$ cat src/rtl/gf_pkg.sv
package gf_pkg;

    // Larger of two non-negative values.
    function automatic int unsigned gf_max(input int unsigned a, input int unsigned b);
        return (a > b) ? a : b;
    endfunction

    // Bits needed to hold values 0..n, never less than 1.
    function automatic int unsigned gf_cnt_w(input int unsigned n);
        int unsigned w;
        w = $clog2(n + 1);
        return (w < 1) ? 1 : w;
    endfunction

    // Level encoding used by the hold stage.
    typedef enum logic {
        GF_LOW  = 1'b0,
        GF_HIGH = 1'b1
    } gf_level_e;

endpackage

$ cat src/rtl/gf_width_stage.sv
module gf_width_stage #(
    parameter int unsigned MIN_HI = 1,
    parameter int unsigned MIN_LO = 1
) (
    input  logic clk,
    input  logic rst,
    input  logic din,
    output logic dout
);
    localparam int unsigned HD = gf_pkg::gf_max(MIN_HI, MIN_LO) - 1;

    logic [HD:0] win;      // bit k = input k cycles ago
    logic        state_q;
    logic        all_hi;
    logic        all_lo;
    logic        dout_c;

    generate
        if (HD > 0) begin : g_hist
            logic [HD-1:0] hist_q;
            always_ff @(posedge clk) begin
                if (rst) hist_q <= '0;
                else     hist_q <= win[HD-1:0];
            end
            assign win = {hist_q, din};
        end else begin : g_nohist
            assign win = din;
        end
    endgenerate

    assign all_hi = &win[MIN_HI-1:0];
    assign all_lo = ~|win[MIN_LO-1:0];

    always_comb begin
        if (rst)         dout_c = 1'b0;
        else if (all_hi) dout_c = 1'b1;
        else if (all_lo) dout_c = 1'b0;
        else             dout_c = state_q;
    end

    always_ff @(posedge clk) begin
        if (rst) state_q <= 1'b0;
        else     state_q <= dout_c;
    end

    assign dout = dout_c;
endmodule

$ cat src/rtl/gf_hold_stage.sv
module gf_hold_stage #(
    parameter int unsigned KEEP_HI = 1,
    parameter int unsigned KEEP_LO = 1
) (
    input  logic clk,
    input  logic rst,
    input  logic din,
    output logic dout
);
    localparam int unsigned CW = gf_pkg::gf_cnt_w(gf_pkg::gf_max(KEEP_HI, KEEP_LO));
    localparam logic [CW-1:0] RELOAD_HI = CW'(KEEP_HI - 1);
    localparam logic [CW-1:0] RELOAD_LO = CW'(KEEP_LO - 1);

    typedef struct packed {
        gf_pkg::gf_level_e lvl;
        logic [CW-1:0]     rem;
    } hold_t;

    hold_t st_q;
    hold_t st_d;
    logic  holding;
    logic  y;

    assign holding = (st_q.rem != '0);

    always_comb begin
        if (rst)          y = 1'b0;
        else if (holding) y = st_q.lvl;
        else              y = din;
    end

    always_comb begin
        st_d = st_q;
        if (y != st_q.lvl) begin
            st_d.lvl = gf_pkg::gf_level_e'(y);
            st_d.rem = y ? RELOAD_HI : RELOAD_LO;
        end else if (holding) begin
            st_d.rem = st_q.rem - 1'b1;
        end
    end

    always_ff @(posedge clk) begin
        if (rst) st_q <= '{lvl: gf_pkg::GF_LOW, rem: '0};
        else     st_q <= st_d;
    end

    assign dout = y;
endmodule

$ cat src/rtl/gf_glitch_filter.sv
module gf_glitch_filter #(
    parameter int unsigned MIN_HI  = 1,
    parameter int unsigned MIN_LO  = 1,
    parameter int unsigned KEEP_HI = 4,
    parameter int unsigned KEEP_LO = 4
) (
    input  logic clk,
    input  logic rst,
    input  logic din,
    output logic dout
);
    logic width_out;

    gf_width_stage #(.MIN_HI(MIN_HI), .MIN_LO(MIN_LO)) u_width (
        .clk (clk),
        .rst (rst),
        .din (din),
        .dout(width_out)
    );

    gf_hold_stage #(.KEEP_HI(KEEP_HI), .KEEP_LO(KEEP_LO)) u_hold (
        .clk (clk),
        .rst (rst),
        .din (width_out),
        .dout(dout)
    );
endmodule

$ cat config.mk
export PLATFORM = sky130hd
export DESIGN_NAME = gf_glitch_filter
export DESIGN_NICKNAME = d
export VERILOG_FILES = /design/src/rtl/gf_pkg.sv /design/src/rtl/gf_width_stage.sv /design/src/rtl/gf_hold_stage.sv /design/src/rtl/gf_glitch_filter.sv
export SDC_FILE = /design/constraint.sdc
export NUM_CORES = 1
export LEC_CHECK = 0
export ABC_CLOCK_PERIOD_IN_PS = 2690
export BUFFER_PORTS_ARGS = -buffer_cell sky130_fd_sc_hd__buf_4
export CORE_AREA = 2 2 39 41
export CTS_CLUSTER_SIZE = 8
export DETAILED_ROUTE_END_ITERATION = 16
export DIE_AREA = 0 0 41 43
export SYNTH_ARGS = -nofsm -noshare
export SYNTH_HDL_FRONTEND = slang
export SYNTH_SLANG_ARGS = --single-unit
$ cat constraint.sdc
create_clock -name clk -period 2.69 [get_ports clk]
set_input_delay 0 -clock clk [delete_from_list [all_inputs] [get_ports clk]]
set_output_delay 0 -clock clk [all_outputs]
set_load 0.05 [all_outputs]
======== Word-level counts from Yosys, hierarchy flattened ========
Cells that the tools add are included.
storage, ports and cells
  flip-flop bits (word level) ............. 4
  latch bits .............................. 0
  RAM bits ................................ 0
  bits in read-only memories .............. 0
  input bits .............................. 3
  word-level logic and storage cells ...... 13
  memories kept ........................... 0
cells by class
  $add $sub $neg .......................... 1
  $mul .................................... 0
  divide/modulo/power cells ............... 0
  order comparisons ....................... 0
  equal/unequal tests ..................... 1
  shifts and indexed selects .............. 0
  multiplexer cells ....................... 5
  bitwise gates (word level) .............. 0
  reduce and logical (&&, ||, !) cells .... 3
operators with widths
  cell                 number
  $mux 2               2
  $mux 1               3
  $reduce_bool 3->1    1
  $sub 3x1->3 const B  1
  $reduce_bool 2->1    1
  $reduce_or 2->1      1
  $ne 1x1->1           1

======== Logic depth before layout (Yosys ltp) ========
  word-level depth ........................ 5
  depth in mapped cells ................... 5
  depth with buffers taken out ............ 5

======== Hierarchy ========
Synthesis repeated with hierarchy kept, for this count alone.
second synthesis, totals
  cell total of the unflattened synthesis .. 22
  area total of the unflattened synthesis .. 211.5 um^2
modules (own cells, without submodules)
  module          times used  cells each  area each (um^2)  seq. area each (um^2)
  gf_hold_stage   1           21          197.7             80.1
  gf_width_stage  1           1           13.8              0.0

======== Worst setup path before layout ========
Ideal clock, no wire load.
  kind .................................... register to output
  start ................................... reg u_hold.st_q[0] (netlist bit)
  end ..................................... out dout
  arrival ................................. 1.440 ns
  path slack .............................. 1.250 ns
  stages on the path, launching flop included .. 6
  path through ............................ dfxtp_1 inv_1 ha_1 nand2b_4 mux2i_1 nor2_1
between the ends
  cells in the longest elaborated chain, start to end .. 3
RTL lines
  item                      line                    text
  start: declaration        gf_hold_stage.sv:19     hold_t st_q;
  start signal: assignment  gf_hold_stage.sv:43     if (rst) st_q <= '{lvl: gf_pkg::GF_LOW, rem: '0};
  start signal: assignment  gf_hold_stage.sv:44     else st_q <= st_d;
  $reduce_bool 3->1         gf_hold_stage.sv:24     assign holding = (st_q.rem != '0);
  $mux 1                    gf_hold_stage.sv:28     else if (holding) y = st_q.lvl;
  $mux 1                    gf_hold_stage.sv:27     if (rst) y = 1'b0;
  end: declaration          gf_glitch_filter.sv:10  output logic dout
No other way between the ends.

======== Worst setup path in the final report ========
Ends and elaborated chain as after synthesis.

==> summary.md <==
| Metric | Value |
|---|---|
| Slowest cell on the critical path | `dfxtp_1` |
| Relative slew slack | `87.20%` |
| Largest register FFs | `4` |
| CP cell instances | `inv_1, ha_1, nand2b_4, mux2i_1, nor2_1, buf_4` |
| Maximum VDD drop | `0.0003805 V` |
| Count of cell types in the netlist | `11` |
| Least-Margin Pin Slew | `186.7 ps` |
| Main synth FF type | `dfxtp_1` |
| Hold depth | `3` |
| Final critical-path share of the clock period | `54.90%` |
| Placer Congestion | `0.6179` |
| Hold Path End | `u_hold.st_q[3]` |
| YS warnings | `0` |
| Proportion of layout cells with a drive suffix above 1 | `25.00%` |
| Clk slew on worst S/H paths | `40 ps` |
| CP Class | `register to output pin` |
| Final slew viol count | `0` |
| CP arrival | `1480 ps` |
| Core outline area | `1384 um2` |
| Root buffer cell | `clkbuf_4` |
| Seq cells post-synth | `4` |
| Die width | `41 um` |
| Hold Path Class | `input port to register` |
| Tmin final | `1477 ps` |
| H-tree depth | `1` |
| Most frequent cell after synthesis | `dfxtp_1` |
| Top area cells in the synthesized netlist | `dfxtp_1, ha_1, a211oi_1` |
| First-iteration detailed-routing DRC count | `2` |
| Initial antenna violation count | `0` |
| Initial core utilization | `14.29%` |
| EDFF count, synth | `0` |
| Synth async-reset ratio | `0%` |
| WL final | `328 um` |
| Drt drc | `0` |
| Total power | `0.0003151 W` |
| Grt ovf | `0` |
| Final Skew | `5.456 ps` |
| TritonCTS Sinks | `4` |
| Area grow syn2layout | `37.97%` |
| Post-synth top area share | `40.51%` |
| First-pass GRT wire length | `676 um` |
| Post-DRT Antenna Nets | `0` |
| Port bufs | `3` |
| Area leader, netlist | `dfxtp_1` |
| Syn Area/Cell | `9.414 um2` |
| Cell Pwr Density | `1155 nW/um2` |
| CP top delay family | `flip-flops` |
| Hold_sp | `din` |
| Max-cap violation count | `0` |
| Ant. Diodes | `0` |
| Vias in the first global route | `193` |
| Final setup viols | `0` |
| Post-route cell area | `272.8 um2` |
| Crit start category | `register` |
| RSZ-0062 raised after global routing | `false` |
| Tot GR Track Use | `6.237%` |
| Post-CTS sizing | `0` |
| CTS Buf Count | `3` |
| Critical path's largest stage delay | `340 ps` |
| Maximum buffer depth of the clock tree | `2` |
| Placed cell area | `240.2 um2` |
| Hold Fails Final Rpt | `0` |
| CP endpoint kind | `output pin` |
| Synth cell count leaders | `dfxtp_1, inv_1, nor2_1` |
| Reg2Reg Setup Slack | `1530 ps` |
| Fmax | `0.6771 GHz` |
| Final-stage net count | `35` |
| Die ar. | `1763 um2` |
| Largest net degree at the start of global routing | `6` |
| Path depth of the worst reg2reg path | `5` |
| Die height | `43 um` |
| Via count | `169` |
| Biggest register | `u_hold.st_q` |
| Row Count | `14` |
| Synth Instances | `21` |
| Largest regs | `u_hold.st_q (4)` |
| Routed len/inst | `7.455 um` |
| CTS tree | `done` |
| Vias per inst | `3.841` |
| Final setup TNS | `0 ps` |
| Worst r2r dst | `u_hold.st_q[3]` |
| Crit path buf inv count | `2` |
| Detailed placement HPWL | `228.9 um` |
| Post-layout util | `19.71%` |
| I/O pin total | `4` |
| Worst Setup Slack, final | `1213 ps` |
| Status | `completed` |
| Pre-CTS WS | `1476 ps` |
| Worst skew pair latency | `240 ps` |
| Synthesized area | `197.7 um2` |
| Critical path peak fanout | `5` |
| Seq/Total Area, Yosys | `40.51%` |
| Worst r2r src | `u_hold.st_q[0]` |
| First-pass DRT Iterations | `2` |
| Synthesized Nets | `26` |
| Worst Path Required | `2690 ps` |
| Leakage Power | `0.1238 nW` |
## cell usage in the layout, fill, tap and decap left out, drive strengths merged
master	Yosys	final
a211oi	2	2
xor2	1	1
inv	3	3
dlygate4sd3	0	1
a21oi	1	1
ha	2	2
mux2i	1	1
nor3b	1	1
clkbuf	0	3
buf	0	3
nor3	2	2
nand2b	1	1
dfxtp	4	4
nor2	3	3
## power breakdown
part	switching, W	total, W	internal, W	leakage [nW]
Combinational	0.0000769	0.000142	0.0000649	0.0767
Clock	0.0000247	0.0000747	0.0000499	0.0138
Sequential	0.0000147	0.0000986	0.0000839	0.0332
## worst min-delay path: stages
cell and delay, ps:
buf_4 90, mux2i_1 70, nor2_1 80
## routing by layer
layer / global-route usage [%] / wire length (um)
met4: 4.000 / 0
met1: 5.178 / 137
met2: 8.438 / 169
met3: 6.806 / 21
met5: 0 / 0
## logic make-up (layout without fill, tap and decap cells)
| logic type | after synthesis | count (layout) | synth area share, % |
|---|---|---|---|
| xor+xnor | 1 | 1 | 4.431 |
| flops | 4 | 4 | 40.51 |
| simple gates | 7 | 7 | 21.52 |
| buf+inv | 3 | 10 | 5.696 |
| compound gates | 3 | 3 | 10.12 |
| mux | 1 | 1 | 5.063 |
| fa+ha+maj | 2 | 2 | 12.66 |
## how the worst max path moves through the flow
stage	endpoint	start	cells after the start	slack, ps
after floorplan	dout	u_hold.st_q[0]	5	1250
after global placement	dout	u_hold.st_q[0]	6	1480
after detailed placement	dout	u_hold.st_q[0]	6	1480
after CTS	dout	u_hold.st_q[0]	6	1190
after global routing	dout	u_hold.st_q[0]	6	1080
final	dout	u_hold.st_q[0]	6	1210
## through the flow
stage | std cells | hold slack, ps
CTS | 44 | 46.35
floorplan | 21 | 72.38
global placement | 40 | 204.4
detailed placement | 40 | 207.1
finish | 44 | 49.33
global route | 44 | 81.40
## timing repair
action / 4_1_cts / 5_1_grt
endpoints found under the hold margin: 4 / 0
buffers inserted: 0 / 0
hold buffers: 1 / 0
## layout make-up
class | count | area [um2]
fillers | 152 | 1111
flip-flops and latches | 4 | 80.08
well taps | 16 | 20.02
multi-input cells | 14 | 106.4
repair buffers | 4 | 32.53
clock buffers | 3 | 22.52
inverters | 3 | 11.26
No activity file was read; power rests on OpenSTA's default activity.
